===== src/rtl/tdt_pkg.sv =====
package tdt_pkg;

    localparam logic [2:0] MODE_ONESHOT = 3'b110;
    localparam logic [3:0] OUT_CLRINIT_SETCMP = 4'b0101;

    localparam logic [1:0] ADDR_CTRL  = 2'd0;
    localparam logic [1:0] ADDR_START = 2'd1;
    localparam logic [1:0] ADDR_CMP   = 2'd2;

    typedef struct packed {
        logic [3:0] out_mode;
        logic       reinit;
        logic [2:0] mode;
    } ctrl_t;

endpackage


===== src/rtl/tdt_edge_sync.sv =====
module tdt_edge_sync #(
    parameter int STAGES = 2
) (
    input  logic clk,
    input  logic rst,
    input  logic async_in,
    output logic rise
);
    localparam int CHAIN = STAGES + 1;

    typedef struct packed {
        logic [CHAIN-1:0] chain;
    } sync_t;

    sync_t s_d, s_q;

    always_comb begin
        s_d = s_q;
        s_d.chain[0] = async_in;
        for (int i = 1; i < CHAIN; i++) begin
            s_d.chain[i] = s_q.chain[i-1];
        end
    end

    always_ff @(posedge clk) begin
        if (rst) s_q <= '0;
        else     s_q <= s_d;
    end

    assign rise = s_q.chain[STAGES-1] & ~s_q.chain[STAGES];

endmodule


===== src/rtl/tdt_cfg_regs.sv =====
module tdt_cfg_regs
    import tdt_pkg::*;
#(
    parameter int W = 16
) (
    input  logic         clk,
    input  logic         rst,
    input  logic         we,
    input  logic [1:0]   addr,
    input  logic [W-1:0] wdata,
    output ctrl_t        ctrl,
    output logic [W-1:0] start_val,
    output logic [W-1:0] cmp_val
);
    typedef struct packed {
        ctrl_t        ctrl;
        logic [W-1:0] start_val;
        logic [W-1:0] cmp_val;
    } cfg_t;

    cfg_t c_d, c_q;

    always_comb begin
        c_d = c_q;
        if (we) begin
            case (addr)
                ADDR_CTRL:  c_d.ctrl      = ctrl_t'(wdata[7:0]);
                ADDR_START: c_d.start_val = wdata;
                ADDR_CMP:   c_d.cmp_val   = wdata;
                default:    c_d = c_q;
            endcase
        end
    end

    always_ff @(posedge clk) begin
        if (rst) c_q <= '0;
        else     c_q <= c_d;
    end

    assign ctrl      = c_q.ctrl;
    assign start_val = c_q.start_val;
    assign cmp_val   = c_q.cmp_val;

endmodule


===== src/rtl/tdt_counter.sv =====
module tdt_counter #(
    parameter int W = 16
) (
    input  logic         clk,
    input  logic         rst,
    input  logic         armed,
    input  logic         start,
    input  logic         cnt_en,
    input  logic [W-1:0] start_val,
    input  logic [W-1:0] cmp_val,
    output logic [W-1:0] count,
    output logic         running,
    output logic         init_evt,
    output logic         cmp_evt
);
    typedef struct packed {
        logic [W-1:0] count;
        logic         running;
    } cnt_t;

    cnt_t n_d, n_q;

    always_comb begin
        n_d      = n_q;
        init_evt = 1'b0;
        cmp_evt  = 1'b0;
        if (!armed) begin
            n_d.count   = start_val;
            n_d.running = 1'b0;
        end else if (!n_q.running) begin
            n_d.count = start_val;
            if (start) begin
                n_d.running = 1'b1;
                init_evt    = 1'b1;
            end
        end else if (cnt_en) begin
            if (n_q.count == cmp_val) begin
                n_d.count   = start_val;
                n_d.running = 1'b0;
                cmp_evt     = 1'b1;
            end else begin
                n_d.count = n_q.count + 1'b1;
            end
        end
    end

    always_ff @(posedge clk) begin
        if (rst) n_q <= '0;
        else     n_q <= n_d;
    end

    assign count   = n_q.count;
    assign running = n_q.running;

endmodule


===== src/rtl/tdt_flag.sv =====
module tdt_flag
    import tdt_pkg::*;
(
    input  logic       clk,
    input  logic       rst,
    input  logic       armed,
    input  logic [3:0] out_mode,
    input  logic       init_evt,
    input  logic       cmp_evt,
    output logic       flag
);
    typedef struct packed {
        logic flag;
    } flg_t;

    flg_t f_d, f_q;

    always_comb begin
        f_d = f_q;
        if (!armed || out_mode != OUT_CLRINIT_SETCMP) f_d.flag = 1'b0;
        else if (init_evt)                            f_d.flag = 1'b0;
        else if (cmp_evt)                             f_d.flag = 1'b1;
    end

    always_ff @(posedge clk) begin
        if (rst) f_q <= '0;
        else     f_q <= f_d;
    end

    assign flag = f_q.flag;

endmodule


===== src/rtl/trig_delay_timer.sv =====
module trig_delay_timer
    import tdt_pkg::*;
#(
    parameter int W = 16,
    parameter int SYNC_STAGES = 2
) (
    input  logic         clk,
    input  logic         rst,
    input  logic         cnt_en,
    input  logic         trig_in,
    input  logic         reg_we,
    input  logic [1:0]   reg_addr,
    input  logic [W-1:0] reg_wdata,
    output logic         flag_out
);
    ctrl_t        ctrl;
    logic [W-1:0] start_val;
    logic [W-1:0] cmp_val;
    logic [W-1:0] count;
    logic [3:0]   out_mode;
    logic         armed;
    logic         start_pulse;
    logic         running;
    logic         init_evt;
    logic         cmp_evt;

    tdt_cfg_regs #(.W(W)) u_cfg (
        .clk(clk), .rst(rst), .we(reg_we), .addr(reg_addr), .wdata(reg_wdata),
        .ctrl(ctrl), .start_val(start_val), .cmp_val(cmp_val)
    );

    tdt_edge_sync #(.STAGES(SYNC_STAGES)) u_sync (
        .clk(clk), .rst(rst), .async_in(trig_in), .rise(start_pulse)
    );

    assign armed    = (ctrl.mode == MODE_ONESHOT) && ctrl.reinit;
    assign out_mode = ctrl.out_mode;

    tdt_counter #(.W(W)) u_cnt (
        .clk(clk), .rst(rst), .armed(armed), .start(start_pulse), .cnt_en(cnt_en),
        .start_val(start_val), .cmp_val(cmp_val), .count(count),
        .running(running), .init_evt(init_evt), .cmp_evt(cmp_evt)
    );

    tdt_flag u_flag (
        .clk(clk), .rst(rst), .armed(armed), .out_mode(out_mode),
        .init_evt(init_evt), .cmp_evt(cmp_evt), .flag(flag_out)
    );

endmodule


===== config.mk =====
export PLATFORM = sky130hd
export DESIGN_NAME = trig_delay_timer
export DESIGN_NICKNAME = d
export VERILOG_FILES = /design/src/rtl/tdt_pkg.sv /design/src/rtl/tdt_edge_sync.sv /design/src/rtl/tdt_cfg_regs.sv /design/src/rtl/tdt_counter.sv /design/src/rtl/tdt_flag.sv /design/src/rtl/trig_delay_timer.sv
export SDC_FILE = /design/constraint.sdc
export NUM_CORES = 1
export LEC_CHECK = 0
export BUFFER_PORTS_ARGS = -buffer_cell sky130_fd_sc_hd__buf_2
export CAP_MARGIN = 10
export CORE_MARGIN = 2
export CORE_UTILIZATION = 60
export DETAILED_ROUTE_END_ITERATION = 10
export PLACE_DENSITY = 0.88
export SETUP_SLACK_MARGIN = 0.5
export SYNTH_ARGS = -nofsm -noshare
export SYNTH_HDL_FRONTEND = slang
export SYNTH_SLANG_ARGS = --single-unit

===== constraint.sdc =====
create_clock -name clk -period 4.05 [get_ports clk]
set_input_delay 0.2025 -clock clk [delete_from_list [all_inputs] [get_ports clk]]
set_output_delay 0.2025 -clock clk [all_outputs]
set_load 0.01 [all_outputs]

**Word-level counts from Yosys, hierarchy flattened**

Cells that the tools add are included.

- Register bits after elaboration: 61
- Latch bits: 0
- RAM bits: 0
- ROM bits: 0
- Input port bits: 23
- Output and inout bits: 1
- Logic and storage cells: 40
- Memories kept: 0

- Add/subtract/negate cells: 1
- $mul: 0
- Div/mod/pow operators: 0
- Magnitude comparators: 0
- Eq/ne operators: 6
- Shift operators: 0
- Muxes and demuxes: 12
- Bitwise gates (word level): 3
- Reduce and logical (&&, ||, !) cells: 9

Operators with widths:

| operator | count |
|---|---|
| 2-to-1 mux 17 bit | 3 |
| adder 16 x 1 -> 16 bit, second input constant | 1 |
| == test 16 bit | 1 |
| 2-to-1 mux 16 bit | 1 |
| 2-to-1 mux 1 bit | 8 |
| AND reduction 2 bit | 3 |
| != test 4 x 3 -> 1 bit, second input constant | 1 |
| == test 3 bit, second input constant | 1 |
| != test 3 bit, second input constant | 1 |
| OR reduction 3 bit | 1 |
| == test 2 x 1 -> 1 bit, second input constant | 1 |
| == test 2 bit, second input constant | 1 |
| logical NOT 2 bit | 1 |
| inverter 1 bit | 2 |
| OR reduction 2 bit | 1 |
| AND 1 bit | 1 |
| logical AND 1 bit | 1 |
| logical NOT 1 bit | 1 |
| logical OR 1 bit | 1 |

**Longest topological paths before layout**

Gate-level depths: netlist (run 1).

- Depth after elaboration: 6
- Mapped depth: 8
- Mapped depth without buffers: 6

**Modules after synthesis**

From an unflattened synthesis (run 1), not the netlist that was laid out.

- Cells, all modules: 355
- Area total of the unflattened synthesis: 3,259.4 um2

Modules (own cells, without submodules):

| module | instances | cells each | area an instance (um2) | seq. area each (um2) |
|---|---|---|---|---|
| tdt_cfg_regs | 1 | 150 | 1,651.6 | 800.8 |
| tdt_counter | 1 | 193 | 1,462.7 | 340.3 |
| tdt_edge_sync | 1 | 7 | 87.6 | 60.1 |
| tdt_flag | 1 | 4 | 47.5 | 20.0 |
| trig_delay_timer | 1 | 1 | 10.0 | 0.0 |

**Least setup slack after synthesis (run 1)**

OpenSTA, ideal clock, no wires.

- Path kind: flip-flop to flip-flop
- From: register u_cnt.n_q (netlist bit u_cnt.count[0])
- To: register u_cnt.n_q (netlist bit u_cnt.count[14])
- Library setup time: 0.134 ns
- Data arrival time: 1.566 ns
- Data required time: 3.916 ns
- Path slack: 2.350 ns
- Stages on the path, launching flop included: 7
- Buffers on the path: 0
- Clock period less this slack: 1.700 ns
- Cell sequence: dfxtp_1 -> ha_1 -> nand3_1 -> nor4_1 -> mux2_2 -> nand3_1 -> a31oi_1

- Longest elaborated chain between the ends: 5
- Elaborated cells on any way between the ends: 6
- Classes of those cells: 1 x add/sub; 1 x eq/ne; 4 x mux

Ends and longest elaborated chain:

| what | line | text |
|---|---|---|
| start: declaration | tdt_counter.sv:21 | `cnt_t n_d, n_q;` |
| start signal: assignment | tdt_counter.sv:49 | `else n_q <= n_d;` |
| adder 16 x 1 -> 16 bit / == test 16 bit (equally long branches) | tdt_counter.sv:42, tdt_counter.sv:37 |  |
| 2-to-1 mux 16 bit (*) | tdt_counter.sv:37 | `if (n_q.count == cmp_val) begin` |
| 2-to-1 mux 17 bit (*) | tdt_counter.sv:36 | `end else if (cnt_en) begin` |
| 2-to-1 mux 17 bit (*) | tdt_counter.sv:30 | `end else if (!n_q.running) begin` |
| 2-to-1 mux 17 bit (*) | tdt_counter.sv:27 | `if (!armed) begin` |

Every way passes the cells marked *; elsewhere a longest branch is shown, timed or not. The select of a mux whose other input is x is not followed.
A chain may end at the register's enable or synchronous reset.

**Final worst setup path (run 1)**

- From: register u_cnt.n_q (netlist bit u_cnt.count[9])
- To: register u_cnt.n_q (netlist bit u_cnt.count[7])

- Longest elaborated chain between the ends: 5

Ends and longest elaborated chain:

| what | line |
|---|---|
| == test 16 bit | tdt_counter.sv:37 |
| 2-to-1 mux 16 bit | tdt_counter.sv:37 |
| 2-to-1 mux 17 bit | tdt_counter.sv:36 |
| 2-to-1 mux 17 bit | tdt_counter.sv:30 |
| 2-to-1 mux 17 bit | tdt_counter.sv:27 |

Every way passes these cells. The select of a mux whose other input is x is not followed.

==> key figures, run 1 <==
Pwr
  • Peak ir drop on the vdd network: ~490 uV
  • Cell leakage power: 1.295 nW
  • Post-layout total power: about 1.3 mW
  • Cell Pwr Density: 398.6 nW/um^2

Route
  • Via count: 2743
  • Number of remaining DRC errors: 0
  • Average via count per standard cell: 6.096
  • Number of DRC markers in iteration 0: 349
  • Routed WL: 7255 um
  • Number of routed nets with antenna violations: 0
  • 1st-pass router iterations: 5
  • Routed wire length per instance: 16.12 um

Logic synthesis
  • Primary FF master, synth: sky130_fd_sc_hd__dfxtp_1
  • Number of warning messages in the yosys log: 0
  • Post-Syn Instances: 367
  • Nets in the synthesized netlist: 391
  • Average instance area after synthesis: between 8 and 9 um^2
  • FFs w/ async S/R, synth: 0%
  • Sequential fraction of the synthesis area: 40.67%
  • Syn Std Cell Area: about 3000 um^2
  • Post-synth EDFFs: 0
  • Number of distinct library cells after synthesis: 47
  • Number of synthesized register bits: 61

Clock tree
  • CTS tree: yes
  • CTS-repair resized insts: 0
  • Maximum clock insertion buffer count: 2
  • Insertion delay to the later sink of the worst-skew pair: 0.35 ns
  • CTS root buf: sky130_fd_sc_hd__clkbuf_8
  • Post-cts hold buffer count: 0
  • Sink Count: 61
  • Number of clock buffers inserted by TritonCTS: 9
  • Post-CTS Setup Repair Bufs: 0
  • CTS clock-pin slew for the worst setup and hold paths: 0.07 ns
  • CTS H-tree lvls: 3

STA
  • Unrepaired setup endpoints after global routing: no
  • Tightest Pin Transition: around 1.1 ns
  • Number of failing setup endpoints in the final timing report: 0
  • Slew headroom: between 20% and 30%
  • Fmax: 425.4 MHz
  • Clock skew: 0.007024 ns
  • Crit path time final: 2.351 ns
  • Sum of negative setup slack: 0 ns
  • Final-report hold violation count: 0
  • Post-route fraction of the period consumed by the critical path: approximately 58%
  • Number of pins exceeding their max-slew limit in the final report: 0

Die
  • Die outline area: 5587 um^2
  • Width of the die: 74.75 um
  • Y dimension of the die: around 75 um
  • Area of the core: 4786 um^2
  • Initial Util: between 60 and 70%
  • Std cell rows: 25
  • Io pins: 24

Worst setup path
  • End of the worst register-to-register path: u_cnt.count[7]$_SDFFE_PP0P_
  • Startpoint-to-endpoint class of the critical path: flip-flop to flip-flop
  • Type of destination of the critical path: flip-flop
  • Startpoint types: flip-flop
  • Worst Reg2Reg Path Length in Cells: 5
  • CP delay by family, top: simple AND/OR/NAND/NOR gates
  • Internal reg-to-reg setup slack: 1.70 ns
  • Sequence of cells on the critical path: xor2_1 -> nor4_4 -> nand4_1 -> a221oi_1 -> a21oi_1
  • Req. time, crit path: 4.24 ns
  • Delay contributed by the slowest stage of the critical path: approximately 0.67 ns
  • Launching point of the worst reg2reg path: u_cnt.count[9]$_SDFFE_PP0P_
  • CP max-delay cell: sky130_fd_sc_hd__nand4_1
  • CP max FO: 17
  • Data arrival time of the critical path: 2.54 ns
  • Count of buffer and inverter cells on the critical path: 0

Global routing
  • GRT met3 Usage: approximately 5.1%
  • GR Util All Layers: ~29%
  • Antenna violations before repair: 0
  • Global-route met1 utilization: 40.03%
  • Via count of the first global-routing pass: 2458
  • Global-route wire length before repair: 12060 um
  • Residual overflow from global routing: 0
  • GRT busiest layer: met2
  • Met2 routing resource usage after global routing: between 40% and 50%
  • Pin count of the biggest net entering global routing: 45

Flow run
  • Max-cap violation count: 0

Hold path
  • Worst hold start: trig_in
  • Worst Hold Class: input pin to flip-flop
  • Number of stages on the worst hold path: 2
  • Worst Hold Endpoint: u_sync.s_q[0]$_SDFF_PP0_

Finish
  • Commonest cells after routing, fill and taps aside: sky130_fd_sc_hd__nand2_1, sky130_fd_sc_hd__dfxtp_1, sky130_fd_sc_hd__a21oi_1
  • Antenna Diode Count: 0
  • Multi-input logic area: 1632 um^2
  • Total Nets Final: approximately 400
  • Filler cell count in the final layout: approximately 370
  • Area growth from synthesis to final layout: 9.292%
  • Sequential standard cell area: 1221 um^2
  • Fraction of layout instances using a drive strength above 1: 14.36%
  • Commonest non-fill, non-tap cell in the layout: sky130_fd_sc_hd__nand2_1
  • Utilization after layout: 68.58%
  • Count of non-filler cells in the finished layout: 450

Place
  • Number of buffers added on ports: 23
  • Detail Placement HPWL: 4646 um
  • GP Congestion: 0.8958
  • Placed instance count: between 400 and 500

Outcome
  • Result of the run: complete, no violations
cell usage after synthesis, types with 2 or more instances:
library cell	count	area share, %
sky130_fd_sc_hd__a211oi_1	2	0.50
sky130_fd_sc_hd__a21oi_1	48	8.0
sky130_fd_sc_hd__a221oi_1	3	0.88
sky130_fd_sc_hd__a22oi_1	3	0.75
sky130_fd_sc_hd__a31oi_1	8	1.7
sky130_fd_sc_hd__and3_1	7	1.5
sky130_fd_sc_hd__and3_2	2	0.50
sky130_fd_sc_hd__and3b_1	2	0.58
sky130_fd_sc_hd__buf_1	2	0.25
sky130_fd_sc_hd__buf_2	2	0.33
sky130_fd_sc_hd__clkbuf_1	17	2.1
sky130_fd_sc_hd__dfxtp_1	61	41
sky130_fd_sc_hd__inv_1	6	0.75
sky130_fd_sc_hd__mux2_2	3	1.1
sky130_fd_sc_hd__mux2i_1	10	3.3
sky130_fd_sc_hd__nand2_1	69	8.6
sky130_fd_sc_hd__nand2b_1	2	0.42
sky130_fd_sc_hd__nand3_1	21	3.5
sky130_fd_sc_hd__nand3b_1	2	0.50
sky130_fd_sc_hd__nand4_1	5	1.0
sky130_fd_sc_hd__nor2_1	24	3.0
sky130_fd_sc_hd__nor2b_1	3	0.63
sky130_fd_sc_hd__nor3_1	8	1.3
sky130_fd_sc_hd__nor4_1	4	0.83
sky130_fd_sc_hd__nor4_2	4	1.7
sky130_fd_sc_hd__o21ai_0	4	0.67
sky130_fd_sc_hd__o32ai_1	5	1.5
sky130_fd_sc_hd__or4_1	2	0.50
sky130_fd_sc_hd__xor2_1	20	5.8
per-layer routing:
layer  wire (um)  share of wire [%]
met3         591                8.1
met2        3371                 46
met5           0                  0
met4         146                2.0
met1        3145                 43
how the worst max path moves through the flow:
stage	startpoint	endpoint	slack (ns)	cells after the start
floorplan	u_cnt.count[0]$_SDFFE_PP0P_	u_cnt.count[14]$_SDFFE_PP0P_	2.35	6
global placement	u_cnt.count[3]$_SDFFE_PP0P_	u_cnt.count[3]$_SDFFE_PP0P_	1.92	5
detailed placement	u_cnt.count[3]$_SDFFE_PP0P_	u_cnt.count[7]$_SDFFE_PP0P_	1.83	5
CTS	u_cnt.count[3]$_SDFFE_PP0P_	u_cnt.count[7]$_SDFFE_PP0P_	1.83	5
global route	u_cnt.count[3]$_SDFFE_PP0P_	u_cnt.count[7]$_SDFFE_PP0P_	1.61	5
finish	u_cnt.count[9]$_SDFFE_PP0P_	u_cnt.count[7]$_SDFFE_PP0P_	1.70	5
worst reg2reg max path, stage by stage, from the launching register on:
cell and delay (ns):
sky130_fd_sc_hd__dfxtp_1 0.44, sky130_fd_sc_hd__xor2_1 0.14, sky130_fd_sc_hd__nor4_4 0.29, sky130_fd_sc_hd__nand4_1 0.67
sky130_fd_sc_hd__a221oi_1 0.53, sky130_fd_sc_hd__a21oi_1 0.13
state kept, by name, summed over array words and instances, names as in the netlist:
| register | flops |
|---|---|
| u_cfg.ctrl | 8 |
| u_cfg.start_val | 16 |
| u_cnt.running | 1 |
| u_sync.s_q | 3 |
| u_cfg.cmp_val | 16 |
| u_flag.flag | 1 |
| u_cnt.count | 16 |
metrics by stage:
stage | setup WS [ns] | hold slack, ns | cell area [um^2]
2_1_floorplan | 2.350 | 0.3307 | 3003
6_report | 1.699 | 0.07045 | 3282
3_5_place_dp | 1.830 | 0.4265 | 3089
4_1_cts | 1.829 | 0.06634 | 3282
3_3_place_gp | 1.917 | 0.4091 | 3089
5_1_grt | 1.614 | 0.09846 | 3282
cell type report:
type | count | share of cell area, %
clock buffer | 12 | 4.422
clock inverter | 4 | 1.449
inverter | 6 | 0.6862
multi-input combinational | 275 | 49.71
sequential | 61 | 37.21
tap | 67 | 2.554
timing repair buffer | 25 | 3.965
where the power goes:
part,leakage (nW),internal (mW),switching [mW]
registers,0.495,0.618,0.0167
logic,0.703,0.0448,0.0897
clock network,0.0964,0.299,0.240
logic make-up after synthesis:
kind of cell / count (synthesis) / share of synthesized area, %
adder cells (fa/ha/maj): 1 / 0.4166
AND/OR/NAND/NOR: 164 / 28.25
AO/OA/AOI/OAI: 75 / 14.71
XOR/XNOR: 21 / 6.125
flip-flops: 61 / 40.67
buffers and inverters: 31 / 5.000
multiplexers: 14 / 4.833
(Power assumes the default switching activity.)
==> run 2: changes to the inputs <==
--- a/config.mk
+++ b/config.mk
@@ -8,9 +8,9 @@
 export BUFFER_PORTS_ARGS = -buffer_cell sky130_fd_sc_hd__buf_2
 export CAP_MARGIN = 10
 export CORE_MARGIN = 2
-export CORE_UTILIZATION = 60
+export CORE_UTILIZATION = 59
 export DETAILED_ROUTE_END_ITERATION = 10
-export PLACE_DENSITY = 0.88
+export PLACE_DENSITY = 0.87
 export SETUP_SLACK_MARGIN = 0.5
 export SYNTH_ARGS = -nofsm -noshare
 export SYNTH_HDL_FRONTEND = slang
==> constraint.sdc (replaced) <==
create_clock -name clk -period 2.3 [get_ports clk]
set_input_delay 0.115 -clock clk [delete_from_list [all_inputs] [get_ports clk]]
set_output_delay 0.115 -clock clk [all_outputs]
set_load 0.01 [all_outputs]
==> run 2 against run 1 <==
Effect of this change:
- sequential power rose by 76%
- flip-flop and latch count did not move
- final cell count rose by 3.3%
- non-clock buffer count rose by 15
- core utilization rose by 3.3 points
- register-to-register slack got worse by 1.2 ns
- routed wire length rose by 11%
- critical endpoint is now u_cnt.count[13]$_SDFFE_PP0P_
==> key figures, run 2 (synthesized netlist as in run 1, its figures left out) <==
Finish
  • Area growth from synthesis to final layout: 15.29%
  • Commonest non-fill, non-tap cell in the layout: sky130_fd_sc_hd__nand2_1
  • Commonest cells after routing, fill and taps aside: sky130_fd_sc_hd__nand2_1, sky130_fd_sc_hd__dfxtp_1, sky130_fd_sc_hd__a21oi_1
  • Filler cell count in the final layout: between 300 and 400
  • Total Nets Final: between 400 and 500
  • Antenna Diode Count: 0
  • Fraction of layout instances using a drive strength above 1: 22.61%
  • Design Area, Final: 3462 um^2
  • Utilization after layout: a little under three quarters

Worst setup path
  • Launching point of the worst reg2reg path: u_cnt.count[3]$_SDFFE_PP0P_
  • Req. time, crit path: roughly 2.5 ns
  • Data arrival time of the critical path: 2.04 ns
  • Internal reg-to-reg setup slack: approximately 0.5 ns
  • End of the worst register-to-register path: u_cnt.count[13]$_SDFFE_PP0P_
  • Type of destination of the critical path: flip-flop
  • Startpoint-to-endpoint class of the critical path: flip-flop to flip-flop
  • Startpoint types: flip-flop
  • CP max FO: 8
  • Worst Reg2Reg Path Length in Cells: 5

Clock tree
  • CTS root buf: sky130_fd_sc_hd__clkbuf_8
  • CTS H-tree lvls: 3
  • Sink Count: 61
  • CTS clock-pin slew for the worst setup and hold paths: 0.07 ns
  • Post-cts hold buffer count: 0
  • CTS tree: yes
  • Insertion delay to the later sink of the worst-skew pair: roughly 0.35 ns
  • Maximum clock insertion buffer count: 2
  • Number of clock buffers inserted by TritonCTS: 9

Global routing
  • Antenna violations before repair: 0
  • Global-route met1 utilization: 41.69%
  • Global-route wire length before repair: 12620 um
  • Residual overflow from global routing: 0
  • Pin count of the biggest net entering global routing: 30
  • Met2 routing resource usage after global routing: 43.48%
  • GR Util All Layers: 30.06%
  • GRT met3 Usage: 6.481%
  • Via count of the first global-routing pass: 2610
  • GRT busiest layer: met2

Route
  • 1st-pass router iterations: 5
  • Average via count per standard cell: 6.252
  • Routed WL: between 8000 and 9000 um
  • Number of routed nets with antenna violations: 0
  • Number of remaining DRC errors: 0
  • Number of DRC markers in iteration 0: 418
  • Routed wire length per instance: 17.38 um
  • Via count: 2907

STA
  • Unrepaired setup endpoints after global routing: yes
  • Clock skew: a little over 0.007 ns
  • Final-report hold violation count: 0
  • Worst setup margin: between 0.5 and 0.6 ns
  • Tightest Pin Transition: 0.7783 ns
  • Number of failing setup endpoints in the final timing report: 0
  • Fmax: 555.6 MHz
  • Slew headroom: 47.95%
  • Crit path time final: ~1.8 ns
  • Post-route fraction of the period consumed by the critical path: 78.25%
  • Sum of negative setup slack: 0 ns
  • Number of pins exceeding their max-slew limit in the final report: 0

Pwr
  • Peak ir drop on the vdd network: 558.1 uV
  • Cell Pwr Density: 674.8 nW/um^2
  • Cell leakage power: 1.393 nW
  • Post-layout total power: ~2.3 mW

Place
  • Detail Placement HPWL: a little over 5000 um
  • Total cell area at the placement stage: 3172 um^2
  • Post-placement setup slack: 0.4133 ns
  • Number of buffers added on ports: 23
  • GP Congestion: 0.9760

Hold path
  • Number of stages on the worst hold path: 3
  • Worst Hold Class: input pin to flip-flop
  • Worst Hold Endpoint: u_cfg.cmp_val[15]$_SDFFE_PP0P_
  • Worst hold start: reg_wdata[15]

Die
  • Io pins: 24
  • Width of the die: 75.34 um
  • Area of the core: 4817 um^2
  • Y dimension of the die: about 75 um
  • Die outline area: 5676 um^2
  • Std cell rows: 25
  • Initial Util: 62.34%

Outcome
  • Result of the run: complete, no violations

Flow run
  • Max-cap violation count: 0
[run 2: cell count changes in the layout (fill, tap and decap cells not counted), sizes merged]
cell | previous run | this run
clkbuf | 12 | 13
bufinv | 1 | 0
buf | 25 | 40
[run 2: metrics by stage]
stage | std cells | hold WS [ns]
2_1_floorplan | 367 | 0.2432
3_5_place_dp | 445 | 0.3717
4_1_cts | 463 | 0.003311
5_1_grt | 465 | 0.006513
6_report | 465 | 0.008758
3_3_place_gp | 445 | 0.3235
[run 2: worst max path at each step]
stage,cells past startpoint,to,start
2_1_floorplan,6,u_cnt.count[14]$_SDFFE_PP0P_,u_cnt.count[0]$_SDFFE_PP0P_
3_3_place_gp,4,u_cnt.count[12]$_SDFFE_PP0P_,u_cfg.ctrl[2]$_SDFFE_PP0P_
3_5_place_dp,6,u_cnt.count[14]$_SDFFE_PP0P_,u_cnt.count[0]$_SDFFE_PP0P_
4_1_cts,5,u_cnt.count[13]$_SDFFE_PP0P_,u_cnt.count[5]$_SDFFE_PP0P_
5_1_grt,6,u_cnt.count[4]$_SDFFE_PP0P_,u_cnt.count[4]$_SDFFE_PP0P_
6_report,5,u_cnt.count[13]$_SDFFE_PP0P_,u_cnt.count[3]$_SDFFE_PP0P_
[run 2: worst max-delay path, cell delays in order (launching register included)]
cell,delay [ns]
sky130_fd_sc_hd__dfxtp_2,0.42
sky130_fd_sc_hd__nand4_2,0.29
sky130_fd_sc_hd__nor4_4,0.32
sky130_fd_sc_hd__mux2_1,0.35
sky130_fd_sc_hd__a22oi_1,0.20
sky130_fd_sc_hd__o32ai_2,0.10
[run 2: layout make-up]
type                            instances  area [um^2]  area share (%)
Tap cell                               67        83.83           2.421
Inverter                                6        22.52          0.6505
Sequential cell                        61         1236           35.71
Clock buffer                           13        178.9           5.168
Timing Repair Buffer                   40        246.5           7.120
Multi-Input combinational cell        275         1677           48.43
Clock inverter                          3        17.52          0.5060
[run 2: timing repair]
item	4_1_cts	5_1_grt
resized for setup	8	14
setup endpoints to repair	7	12
buffers inserted	2	2
pin swaps	1	5
[run 2: layer usage]
metal | routed length (um) | part of all wire (%)
met2 | 3721 | 46
met3 | 803 | 9.9
met1 | 3286 | 41
met4 | 272 | 3.4
met5 | 0 | 0
[run 2: power breakdown]
group	switching, mW	internal, mW
clock	0.423	0.505
sequential	0.0326	1.09
combinational	0.174	0.112
